[src/rtl/segx_pkg.sv]
package segx_pkg;
  localparam int unsigned DESC_BYTES = 8;

  // access-rights byte bit positions
  localparam int unsigned AR_P   = 7;
  localparam int unsigned AR_S   = 4;
  localparam int unsigned AR_E   = 3;
  localparam int unsigned AR_EDC = 2;
  localparam int unsigned AR_WR  = 1;
  localparam int unsigned AR_A   = 0;
  // attribute nibble (byte 6 high nibble)
  localparam int unsigned AT_G   = 3;

  typedef enum logic [2:0] {
    FLT_NONE     = 3'd0,
    FLT_ABSENT   = 3'd1,
    FLT_SYSTEM   = 3'd2,
    FLT_NO_WRITE = 3'd3,
    FLT_NO_READ  = 3'd4,
    FLT_LIMIT    = 3'd5
  } seg_fault_e;

  typedef enum logic [1:0] {
    ST_IDLE,
    ST_FETCH,
    ST_CHECK,
    ST_DONE
  } seg_state_e;

  typedef struct packed {
    logic [31:0] base;
    logic [19:0] lim;
    logic [3:0]  attr;
    logic [7:0]  acc;
  } seg_desc_t;
endpackage

[src/rtl/seg_sel_decode.sv]
module seg_sel_decode #(
  parameter int unsigned IDX_W = 13
) (
  input  logic [IDX_W+2:0] sel_i,
  input  logic [31:0]      gtab_base_i,
  input  logic [31:0]      ltab_base_i,
  output logic [31:0]      desc_addr_o,
  output logic [1:0]       rpl_o
);
  logic [31:0] tab_base;

  always_comb begin
    tab_base    = sel_i[2] ? ltab_base_i : gtab_base_i;
    desc_addr_o = tab_base + 32'({sel_i[IDX_W+2:3], 3'b000});
    rpl_o       = sel_i[1:0];
  end
endmodule

[src/rtl/seg_desc_fetch.sv]
module seg_desc_fetch
  import segx_pkg::*;
(
  input  logic        clk_i,
  input  logic        rst_ni,
  input  logic        clear_i,
  input  logic        active_i,
  input  logic [31:0] desc_addr_i,
  input  logic [7:0]  rd_data_i,
  output logic        rd_en_o,
  output logic [31:0] rd_addr_o,
  output logic        last_o,
  output seg_desc_t   desc_o
);
  localparam int unsigned CNT_W = $clog2(DESC_BYTES);
  localparam logic [CNT_W-1:0] CNT_LAST = CNT_W'(DESC_BYTES - 1);

  logic [CNT_W-1:0] cnt_q;
  logic [7:0]       byte_q [DESC_BYTES];

  always_ff @(posedge clk_i or negedge rst_ni) begin
    if (!rst_ni)       cnt_q <= '0;
    else if (clear_i)  cnt_q <= '0;
    else if (active_i) cnt_q <= cnt_q + 1'b1;
  end

  always_ff @(posedge clk_i or negedge rst_ni) begin
    if (!rst_ni) begin
      for (int b = 0; b < DESC_BYTES; b++) byte_q[b] <= '0;
    end else if (active_i) begin
      for (int b = 0; b < DESC_BYTES; b++)
        if (cnt_q == CNT_W'(b)) byte_q[b] <= rd_data_i;
    end
  end

  always_comb begin
    rd_en_o     = active_i;
    rd_addr_o   = desc_addr_i + 32'(cnt_q);
    last_o      = active_i && (cnt_q == CNT_LAST);
    desc_o.base = {byte_q[7], byte_q[4], byte_q[3], byte_q[2]};
    desc_o.lim  = {byte_q[6][3:0], byte_q[1], byte_q[0]};
    desc_o.attr = byte_q[6][7:4];
    desc_o.acc  = byte_q[5];
  end

  // consecutive strobes walk up by one byte
  a_r2_addr_step: assert property (@(posedge clk_i) disable iff (!rst_ni)
    (rd_en_o && $past(rd_en_o) && !$past(last_o)) |-> rd_addr_o == $past(rd_addr_o) + 32'd1);
endmodule

[src/rtl/seg_check.sv]
module seg_check
  import segx_pkg::*;
(
  input  logic [31:0] base_i,
  input  logic [19:0] lim_i,
  input  logic        gran_i,
  input  logic [7:0]  acc_i,
  input  logic [31:0] off_i,
  input  logic        wr_i,
  output seg_fault_e  fault_o,
  output logic [31:0] lin_o,
  output logic [7:0]  acc_o
);
  logic [31:0] lim_eff;
  logic        is_code, exp_dn, in_range;

  always_comb begin
    lim_eff  = gran_i ? {lim_i, 12'hFFF} : {12'h000, lim_i};
    is_code  = acc_i[AR_E];
    exp_dn   = !is_code && acc_i[AR_EDC];
    in_range = exp_dn ? (off_i > lim_eff) : (off_i <= lim_eff);

    if (!acc_i[AR_P])                         fault_o = FLT_ABSENT;
    else if (!acc_i[AR_S])                    fault_o = FLT_SYSTEM;
    else if (wr_i && (is_code || !acc_i[AR_WR])) fault_o = FLT_NO_WRITE;
    else if (!wr_i && is_code && !acc_i[AR_WR])  fault_o = FLT_NO_READ;
    else if (!in_range)                       fault_o = FLT_LIMIT;
    else                                      fault_o = FLT_NONE;

    lin_o = (fault_o == FLT_NONE) ? base_i + off_i : '0;
    acc_o = acc_i;
    if (fault_o == FLT_NONE) acc_o[AR_A] = 1'b1;
  end
endmodule

[src/rtl/seg_xlat.sv]
module seg_xlat
  import segx_pkg::*;
#(
  parameter int unsigned IDX_W = 13
) (
  input  logic             clk_i,
  input  logic             rst_ni,
  input  logic             req_i,
  input  logic [IDX_W+2:0] sel_i,
  input  logic [31:0]      off_i,
  input  logic             wr_i,
  input  logic [31:0]      gtab_base_i,
  input  logic [31:0]      ltab_base_i,
  output logic             rd_en_o,
  output logic [31:0]      rd_addr_o,
  input  logic [7:0]       rd_data_i,
  output logic             busy_o,
  output logic             done_o,
  output logic [2:0]       fault_o,
  output logic [31:0]      lin_o,
  output logic [7:0]       acc_o,
  output logic [3:0]       attr_o,
  output logic [1:0]       rpl_o
);
  seg_state_e  state_q;
  logic [31:0] off_q, daddr_q, daddr_d;
  logic        wr_q, last;
  logic [1:0]  rpl_d, rpl_q;
  seg_desc_t   desc;
  seg_fault_e  chk_fault;
  logic [31:0] chk_lin;
  logic [7:0]  chk_acc;

  seg_sel_decode #(.IDX_W(IDX_W)) i_dec (
    .sel_i       (sel_i),
    .gtab_base_i (gtab_base_i),
    .ltab_base_i (ltab_base_i),
    .desc_addr_o (daddr_d),
    .rpl_o       (rpl_d)
  );

  seg_desc_fetch i_fetch (
    .clk_i       (clk_i),
    .rst_ni      (rst_ni),
    .clear_i     (state_q == ST_IDLE),
    .active_i    (state_q == ST_FETCH),
    .desc_addr_i (daddr_q),
    .rd_data_i   (rd_data_i),
    .rd_en_o     (rd_en_o),
    .rd_addr_o   (rd_addr_o),
    .last_o      (last),
    .desc_o      (desc)
  );

  seg_check i_chk (
    .base_i  (desc.base),
    .lim_i   (desc.lim),
    .gran_i  (desc.attr[AT_G]),
    .acc_i   (desc.acc),
    .off_i   (off_q),
    .wr_i    (wr_q),
    .fault_o (chk_fault),
    .lin_o   (chk_lin),
    .acc_o   (chk_acc)
  );

  always_ff @(posedge clk_i or negedge rst_ni) begin
    if (!rst_ni) begin
      state_q <= ST_IDLE;
      off_q   <= '0;
      wr_q    <= 1'b0;
      daddr_q <= '0;
      rpl_q   <= '0;
    end else begin
      unique case (state_q)
        ST_IDLE: if (req_i) begin
          off_q   <= off_i;
          wr_q    <= wr_i;
          daddr_q <= daddr_d;
          rpl_q   <= rpl_d;
          state_q <= ST_FETCH;
        end
        ST_FETCH: if (last) state_q <= ST_CHECK;
        ST_CHECK: state_q <= ST_DONE;
        default:  state_q <= ST_IDLE;
      endcase
    end
  end

  always_ff @(posedge clk_i or negedge rst_ni) begin
    if (!rst_ni) begin
      fault_o <= '0;
      lin_o   <= '0;
      acc_o   <= '0;
      attr_o  <= '0;
      rpl_o   <= '0;
    end else if (state_q == ST_CHECK) begin
      fault_o <= chk_fault;
      lin_o   <= chk_lin;
      acc_o   <= chk_acc;
      attr_o  <= desc.attr;
      rpl_o   <= rpl_q;
    end
  end

  assign done_o = (state_q == ST_DONE);
  assign busy_o = (state_q != ST_IDLE);

  // result strobe lasts one cycle
  a_r11_done_pulse: assert property (@(posedge clk_i) disable iff (!rst_ni)
    done_o |=> !done_o);
  // the check stage only follows a completed fetch
  a_r2_fetch_then_check: assert property (@(posedge clk_i) disable iff (!rst_ni)
    (state_q == ST_CHECK) |-> $past(rd_en_o));
  // faulted results carry no address
  a_r10_fault_no_lin: assert property (@(posedge clk_i) disable iff (!rst_ni)
    (done_o && fault_o != 3'd0) |-> lin_o == 32'd0);
  // clean results report the accessed flag
  a_r10_acc_flag: assert property (@(posedge clk_i) disable iff (!rst_ni)
    (done_o && fault_o == 3'd0) |-> acc_o[0]);
  // fault codes stay inside the defined set
  a_r5_code_range: assert property (@(posedge clk_i) disable iff (!rst_ni)
    done_o |-> fault_o <= 3'd5);
endmodule

[config.mk]
export PLATFORM = sky130hd
export DESIGN_NAME = seg_xlat
export DESIGN_NICKNAME = d
export VERILOG_FILES = /design/src/rtl/segx_pkg.sv /design/src/rtl/seg_sel_decode.sv /design/src/rtl/seg_desc_fetch.sv /design/src/rtl/seg_check.sv /design/src/rtl/seg_xlat.sv
export SDC_FILE = /design/constraint.sdc
export NUM_CORES = 1
export LEC_CHECK = 0
export BUFFER_PORTS_ARGS = -buffer_cell sky130_fd_sc_hd__buf_2
export CORE_UTILIZATION = 34
export CTS_BUF_LIST = sky130_fd_sc_hd__clkbuf_2
export DETAILED_ROUTE_END_ITERATION = 16
export PLACE_DENSITY = 0.61
export SKIP_LAST_GASP = 1
export SLEW_MARGIN = 10
export SYNTH_ARGS = -nofsm -noshare
export SYNTH_HDL_FRONTEND = slang
export SYNTH_SLANG_ARGS = --single-unit
[constraint.sdc]
create_clock -name clk_i -period 8.95 [get_ports clk_i]
set_clock_uncertainty 0.1 [all_clocks]
set_input_delay 1.3425 -clock clk_i [delete_from_list [all_inputs] [get_ports clk_i]]
set_output_delay 1.3425 -clock clk_i [all_outputs]
set_load 0.02 [all_outputs]
; ---- Yosys cells after proc, flatten, opt, wreduce, memory -nomap -nowiden
; Cells that the tools add are included.
[totals]
ff_bits = 185
memories = 0
mem_bits_ro = 0
elab_cells = 76
in_bits = 124
mem_bits_rw = 0
latchBits = 0
out_inout_bits = 84
[op_classes]
order_cmp = 2
add_sub_neg = 4
n_reduce_logical = 24
eq_ne = 12
muxes = 15
shift = 0
div = 0
bitwise_logic = 0
multipliers = 0
[op_table]
columns = cell, count
row1 = 2-to-1 mux 32 bit, 3
row2 = adder 32 x 16 -> 32 bit, 1
row3 = adder 32 x 3 -> 32 bit, 1
row4 = adder 32 bit, 1
row5 = greater-than comparator 32 bit, 1
row6 = less-or-equal comparator 32 bit, 1
row7 = 2-to-1 mux 3 bit, 7
row8 = AND reduction 2 bit, 10
row9 = equality test 3 bit (second input constant), 4
row10 = equality test 3 x 2 -> 1 bit (second input constant), 2
row11 = logical NOT 3 bit, 2
row12 = case mux 2 bit (3 select lines), 1
row13 = logical AND 1 bit, 5
row14 = equality test 2 bit (second input constant), 2
row15 = 2-to-1 mux 2 bit, 2
row16 = != test 2 bit (second input constant), 2
row17 = nonzero test 2 bit, 2
row18 = adder 3 x 1 -> 3 bit (second input constant), 1
row19 = equality test 3 x 1 -> 1 bit (second input constant), 1
row20 = logical NOT 1 bit, 3
row21 = equality test 2 x 1 -> 1 bit (second input constant), 1
row22 = logical NOT 2 bit, 1
row23 = 2-to-1 mux 1 bit, 2
row24 = logical OR 1 bit, 1

; ---- Logic depth before layout (Yosys ltp)
[logic_depth]
depth_word = 10
depth_mapped = 17
depth_no_buf = 13

; ---- Cells and area by module
; From an unflattened synthesis, not the netlist that was laid out.
[unflattened]
cells_unflattened = 1100
hier_area_um2 = 12359.4
[modules_own_cells]
columns = module, cells_per_inst, seq_area_each_um2, n_inst, area_per_inst_um2
row1 = seg_xlat, 262, 2952.8, 1, 4576.9
row2 = seg_desc_fetch, 251, 1676.6, 1, 3265.6
row3 = seg_check, 409, 0.0, 1, 3055.4
row4 = seg_sel_decode, 178, 0.0, 1, 1461.4

; ---- Worst setup path before layout
; OpenSTA, ideal clock, no wires.
[synth_path]
path_type = in2reg
from = in sel_i[2]
to = reg daddr_q[19]
required_ps = 8724
setup_ps = 126
n_path_buf = 4
setup_slack_ps = 3634
stages = 17
t_arrival_ps = 5090
cell_sequence = buf_6 > clkbuf_1 > clkbuf_1 > buf_1 > mux2_2 > ha_1 > inv_1 > fa_1 > nor2b_1 > o21a_1 > o21ai_1 > a21oi_1 > a211oi_1 > a21oi_1 > nand2_1 > xnor2_1 > a221o_1
[synth_via]
elab_chain_cells = 2
[synth_rtl]
columns = item, line_no
row1 = "start, declared", seg_xlat.sv:9  ; input logic [IDX_W+2:0] sel_i,
row2 = 2-to-1 mux 32 bit, seg_sel_decode.sv:13  ; tab_base = sel_i[2] ? ltab_base_i : gtab_base_i;
row3 = adder 32 x 16 -> 32 bit, seg_sel_decode.sv:14  ; desc_addr_o = tab_base + 32'({sel_i[IDX_W+2:3], 3'b000});
row4 = "end signal, assigned", seg_xlat.sv:79  ; daddr_q <= daddr_d;
row5 = "end, declared", seg_xlat.sv:26  ; logic [31:0] off_q, daddr_q, daddr_d;
; Every way passes these cells.
; A chain may end at the register's enable or synchronous reset.

; ---- Worst setup path after layout
[layout_path]
from = reg i_fetch.cnt_q[0]
to = out rd_addr_o[30]
[layout_via]
elab_chain_cells = 1
[layout_rtl]
columns = item, line_no
row1 = "start, declared", seg_desc_fetch.sv:18  ; logic [CNT_W-1:0] cnt_q;
row2 = "start signal, assigned", seg_desc_fetch.sv:24  ; else if (active_i) cnt_q <= cnt_q + 1'b1;
row3 = adder 32 x 3 -> 32 bit, seg_desc_fetch.sv:38  ; rd_addr_o = desc_addr_i + 32'(cnt_q);
row4 = "end, declared", seg_xlat.sv:15  ; output logic [31:0] rd_addr_o,
; Every way passes these cells.

==> impl_results.html <==
<table>
<tr><th>Metric</th><th>Value</th></tr>
<tr><th colspan="2">Logic synthesis</th></tr>
<tr><td>Gate Count Post-Synth</td><td>1069</td></tr>
<tr><td>EDFF count, synth</td><td>0</td></tr>
<tr><td>Synth Flop Type</td><td>sky130_fd_sc_hd__dfrtp_1</td></tr>
<tr><td>Share of Yosys cell area claimed by the top area cell type</td><td>41.1%</td></tr>
<tr><td>Mapped Avg Cell Area</td><td>between 10 and 15 µm²</td></tr>
<tr><td>Net Count, Synth</td><td>1285</td></tr>
<tr><td>Synth top area cells</td><td>sky130_fd_sc_hd__dfrtp_1, sky130_fd_sc_hd__mux2_2, sky130_fd_sc_hd__ha_1</td></tr>
<tr><td>Register bit count reported by yosys</td><td>185</td></tr>
<tr><td>Count of distinct cell types in the synthesized netlist</td><td>63</td></tr>
<tr><td>Area leader, netlist</td><td>sky130_fd_sc_hd__dfrtp_1</td></tr>
<tr><td>Post-synth ARST share</td><td>100%</td></tr>
<tr><td>Synth top cells by count</td><td>sky130_fd_sc_hd__dfrtp_1, sky130_fd_sc_hd__mux2_2, sky130_fd_sc_hd__nand2_1</td></tr>
<tr><td>Count of warnings emitted by yosys</td><td>0</td></tr>
<tr><td>Count leader, synth</td><td>sky130_fd_sc_hd__dfrtp_1</td></tr>
<tr><td>Syn Std Cell Area</td><td>about 11000 µm²</td></tr>
<tr><td>Share of synthesized area occupied by flip-flops and latches</td><td>a little over 40%</td></tr>
<tr><th colspan="2">STA</th></tr>
<tr><td>Max Fclk</td><td>187 MHz</td></tr>
<tr><td>Time the final worst path needs with I/O delays and setup</td><td>around 5300 ps</td></tr>
<tr><td>Slew Viols, Final</td><td>0</td></tr>
<tr><td>Final-report hold violation count</td><td>0</td></tr>
<tr><td>Number of failing setup endpoints in the final timing report</td><td>0</td></tr>
<tr><td>Final total negative setup slack</td><td>0 ps</td></tr>
<tr><td>Worst relative slew slack</td><td>29.9%</td></tr>
<tr><td>Slew at the pin closest to its max-slew limit</td><td>between 1000 and 1500 ps</td></tr>
<tr><td>Share of the cycle needed by the critical path after routing</td><td>around three fifths</td></tr>
<tr><td>Unrepaired setup endpoints after global routing</td><td>false</td></tr>
<tr><td>Smallest hold slack</td><td>between 400 and 500 ps</td></tr>
<tr><th colspan="2">GRT</th></tr>
<tr><td>Antenna violations before repair</td><td>1</td></tr>
<tr><td>Pin count of the biggest net entering global routing</td><td>95</td></tr>
<tr><td>Vias in the first global route</td><td>8598</td></tr>
<tr><td>First-pass GRT wire length</td><td>45900 µm</td></tr>
<tr><td>GRT Residual Overflow</td><td>0</td></tr>
<tr><td>Global-route total usage across every layer</td><td>17.5%</td></tr>
<tr><th colspan="2">Drt</th></tr>
<tr><td>DR vias</td><td>8724</td></tr>
<tr><td>Number of antenna-violating nets in the routed design</td><td>0</td></tr>
<tr><td>Per-cell routed wire length</td><td>16.6 µm</td></tr>
<tr><td>Number of DRC violations after detailed-routing iteration 0</td><td>between 400 and 500</td></tr>
<tr><td>WL final</td><td>28600 µm</td></tr>
<tr><td>Detailed-routing iteration count for the pre-antenna-repair pass</td><td>5</td></tr>
<tr><td>Average via count per standard cell</td><td>5.05</td></tr>
<tr><td>Remaining design rule violation count</td><td>0</td></tr>
<tr><th colspan="2">Finish</th></tr>
<tr><td>Fraction of final layout cells sized beyond drive strength 1</td><td>29.8%</td></tr>
<tr><td>Fin nets</td><td>1487</td></tr>
<tr><td>Area Overhead vs Synth</td><td>15.7%</td></tr>
<tr><th colspan="2">Pwr</th></tr>
<tr><td>Power density relative to cell area</td><td>383 nW/µm²</td></tr>
<tr><td>VDD IR max</td><td>0.000117 V</td></tr>
<tr><td>Cell leakage power</td><td>6.12 nW</td></tr>
<tr><th colspan="2">Worst setup path</th></tr>
<tr><td>Critical Path Start Type</td><td>flop</td></tr>
<tr><td>Endpoint class of the critical path</td><td>primary output</td></tr>
<tr><td>Maximum fanout count along the critical path</td><td>5</td></tr>
<tr><td>Crit path arrival time</td><td>3900 ps</td></tr>
<tr><td>Category of the most critical setup path</td><td>flop to primary output</td></tr>
<tr><td>Data required, critical path</td><td>roughly 7500 ps</td></tr>
<tr><th colspan="2">CTS</th></tr>
<tr><td>CTS tree</td><td>built</td></tr>
<tr><td>Clock edge transition at the registers on the reported setup and hold paths</td><td>around 260 ps</td></tr>
<tr><td>Number of buffers created by CTS</td><td>17</td></tr>
<tr><td>Clk_lat worst skew</td><td>just over 800 ps</td></tr>
<tr><td>CTS Root Cell</td><td>sky130_fd_sc_hd__clkbuf_2</td></tr>
<tr><td>Total number of clock tree sinks</td><td>~190</td></tr>
<tr><td># resized after CTS</td><td>0</td></tr>
<tr><td>Clk buf depth</td><td>2</td></tr>
<tr><td>Deepest level of the CTS H-tree</td><td>4</td></tr>
<tr><td>Number of hold buffers added after CTS</td><td>0</td></tr>
<tr><td>Post-CTS repair timing setup buffer count</td><td>0</td></tr>
<tr><th colspan="2">Worst hold path</th></tr>
<tr><td>Hold Crit Class</td><td>flop to flop</td></tr>
<tr><th colspan="2">Placed design</th></tr>
<tr><td>DP Wirelength</td><td>approximately 22000 µm</td></tr>
<tr><td>Final estimated routing congestion in global placement</td><td>between 0.8 and 0.9</td></tr>
<tr><td>Count of port buffers added during placement</td><td>207</td></tr>
<tr><th colspan="2">Die</th></tr>
<tr><td>Die W</td><td>roughly 180 µm</td></tr>
<tr><td>Effective utilization at floorplan</td><td>between 30 and 40%</td></tr>
<tr><td>Die outline height</td><td>184 µm</td></tr>
<tr><td>Number of top-level design ports</td><td>208</td></tr>
<tr><td>Area of the core</td><td>32500 µm²</td></tr>
<tr><td>Die ar.</td><td>33800 µm²</td></tr>
<tr><td>Site row count</td><td>66</td></tr>
<tr><th colspan="2">Run</th></tr>
<tr><td>Max Cap Viol</td><td>0</td></tr>
<tr><th colspan="2">Status</th></tr>
<tr><td>Result of the run</td><td>finished, final reports clean</td></tr>
</table>
## worst max-delay path, cell delays in order (launching register included)
cell and delay [ps]:
sky130_fd_sc_hd__dfrtp_1 510, sky130_fd_sc_hd__ha_1 200, sky130_fd_sc_hd__inv_1 50, sky130_fd_sc_hd__fa_1 420, sky130_fd_sc_hd__nor2b_1 160, sky130_fd_sc_hd__nor2_1 60
sky130_fd_sc_hd__nor2_1 210, sky130_fd_sc_hd__and3_1 230, sky130_fd_sc_hd__nand4_1 200, sky130_fd_sc_hd__nor2_1 310, sky130_fd_sc_hd__nand4_1 220, sky130_fd_sc_hd__nor2_1 150
sky130_fd_sc_hd__xor2_1 170, sky130_fd_sc_hd__buf_2 190
## state kept, by name (all words and copies together) (netlist names), 3 cells and up
| register | flops |
|---|---|
| acc_o | 8 |
| lin_o | 32 |
| fault_o | 3 |
| attr_o | 4 |
| i_fetch.desc_o | 64 |
| off_q | 32 |
| i_fetch.cnt_q | 3 |
| daddr_q | 32 |
## metal layers
metal  global-route usage (%)  routed length [µm]  up-vias
met4                     3.90                 259        0
met1                     22.3               13000     4176
li1                         -                   -     4309
met5                        0                   0        -
met3                     4.64                1730       20
met2                     29.6               13700      219
## path summary, 6_finish.rpt
check | startpoint | to | slack, ps | cells past startpoint
worst max-delay path | i_fetch.cnt_q[0] | rd_addr_o[30] | 3610 | 13
worst min-delay path | lin_o[13] | lin_o[13] | 420 | 1
worst max register to register | i_fetch.desc_o[11] | lin_o[30] | 4530 | 12
worst min register to register | lin_o[13] | lin_o[13] | 420 | 1
max in group asynchronous | rst_ni | daddr_q[25] | 6510 | 3
min in group asynchronous | rst_ni | i_fetch.desc_o[41] | 470 | 1
## stage by stage
step                      util (%)  instance area, µm²  power (W)  worst slack (ps)  std cells
final                         40.0               13000    0.00498              3610       1727
after global routing          40.0               13000    0.00546              3160       1727
after CTS                     40.0               13000    0.00502              3420       1726
after detailed placement      39.3               12800    0.00457              3740       1694
after global placement        39.3               12800    0.00450              3850       1694
after floorplan                  -               11300    0.00375              3630       1069
## cell usage in the layout, fill, tap and decap left out, drive strengths merged, types with 8 or more instances in the layout
master and count:
buf 213, a21oi 54, nor2 55, mux2i 26, nand2b 8, inv 31
mux2 130, a22o 22, clkbuf 21, a211oi 9, dfrtp 185, nand2 96
nor3 16, xnor2 54, and3 15, o21ai 64, ha 89, nand3 28
nand4 11, xor2 30, a21o 12
## final cells by class
type	count	area (µm²)
Fill cell	3306	19500
Multi-Input combinational cell	823	6390
Sequential cell	185	4630
Timing Repair Buffer	214	1100
Tap cell	442	553
Clock inverter	12	126
Inverter	30	113
Clock buffer	20	100
Antenna cell	1	2.50
## power by group
group	internal (W)	total, W	switching, W
clock network	0.000130	0.000429	0.000299
logic	0.00130	0.00294	0.00164
registers	0.00125	0.00162	0.000370
total	0.00268	0.00498	0.00231
## cell families (layout without fill, tap and decap cells)
kind of cell	after synthesis	count (layout)	synth area share [%]
compound gates	221	221	12.9
buf+inv	61	276	2.10
flops	185	185	41.1
other cells	0	1	0
mux	156	156	15.3
simple gates	270	270	11.5
fa+ha+maj	92	92	10.4
xor+xnor	84	84	6.54
Note: power is estimated with default switching activity, not from simulation.
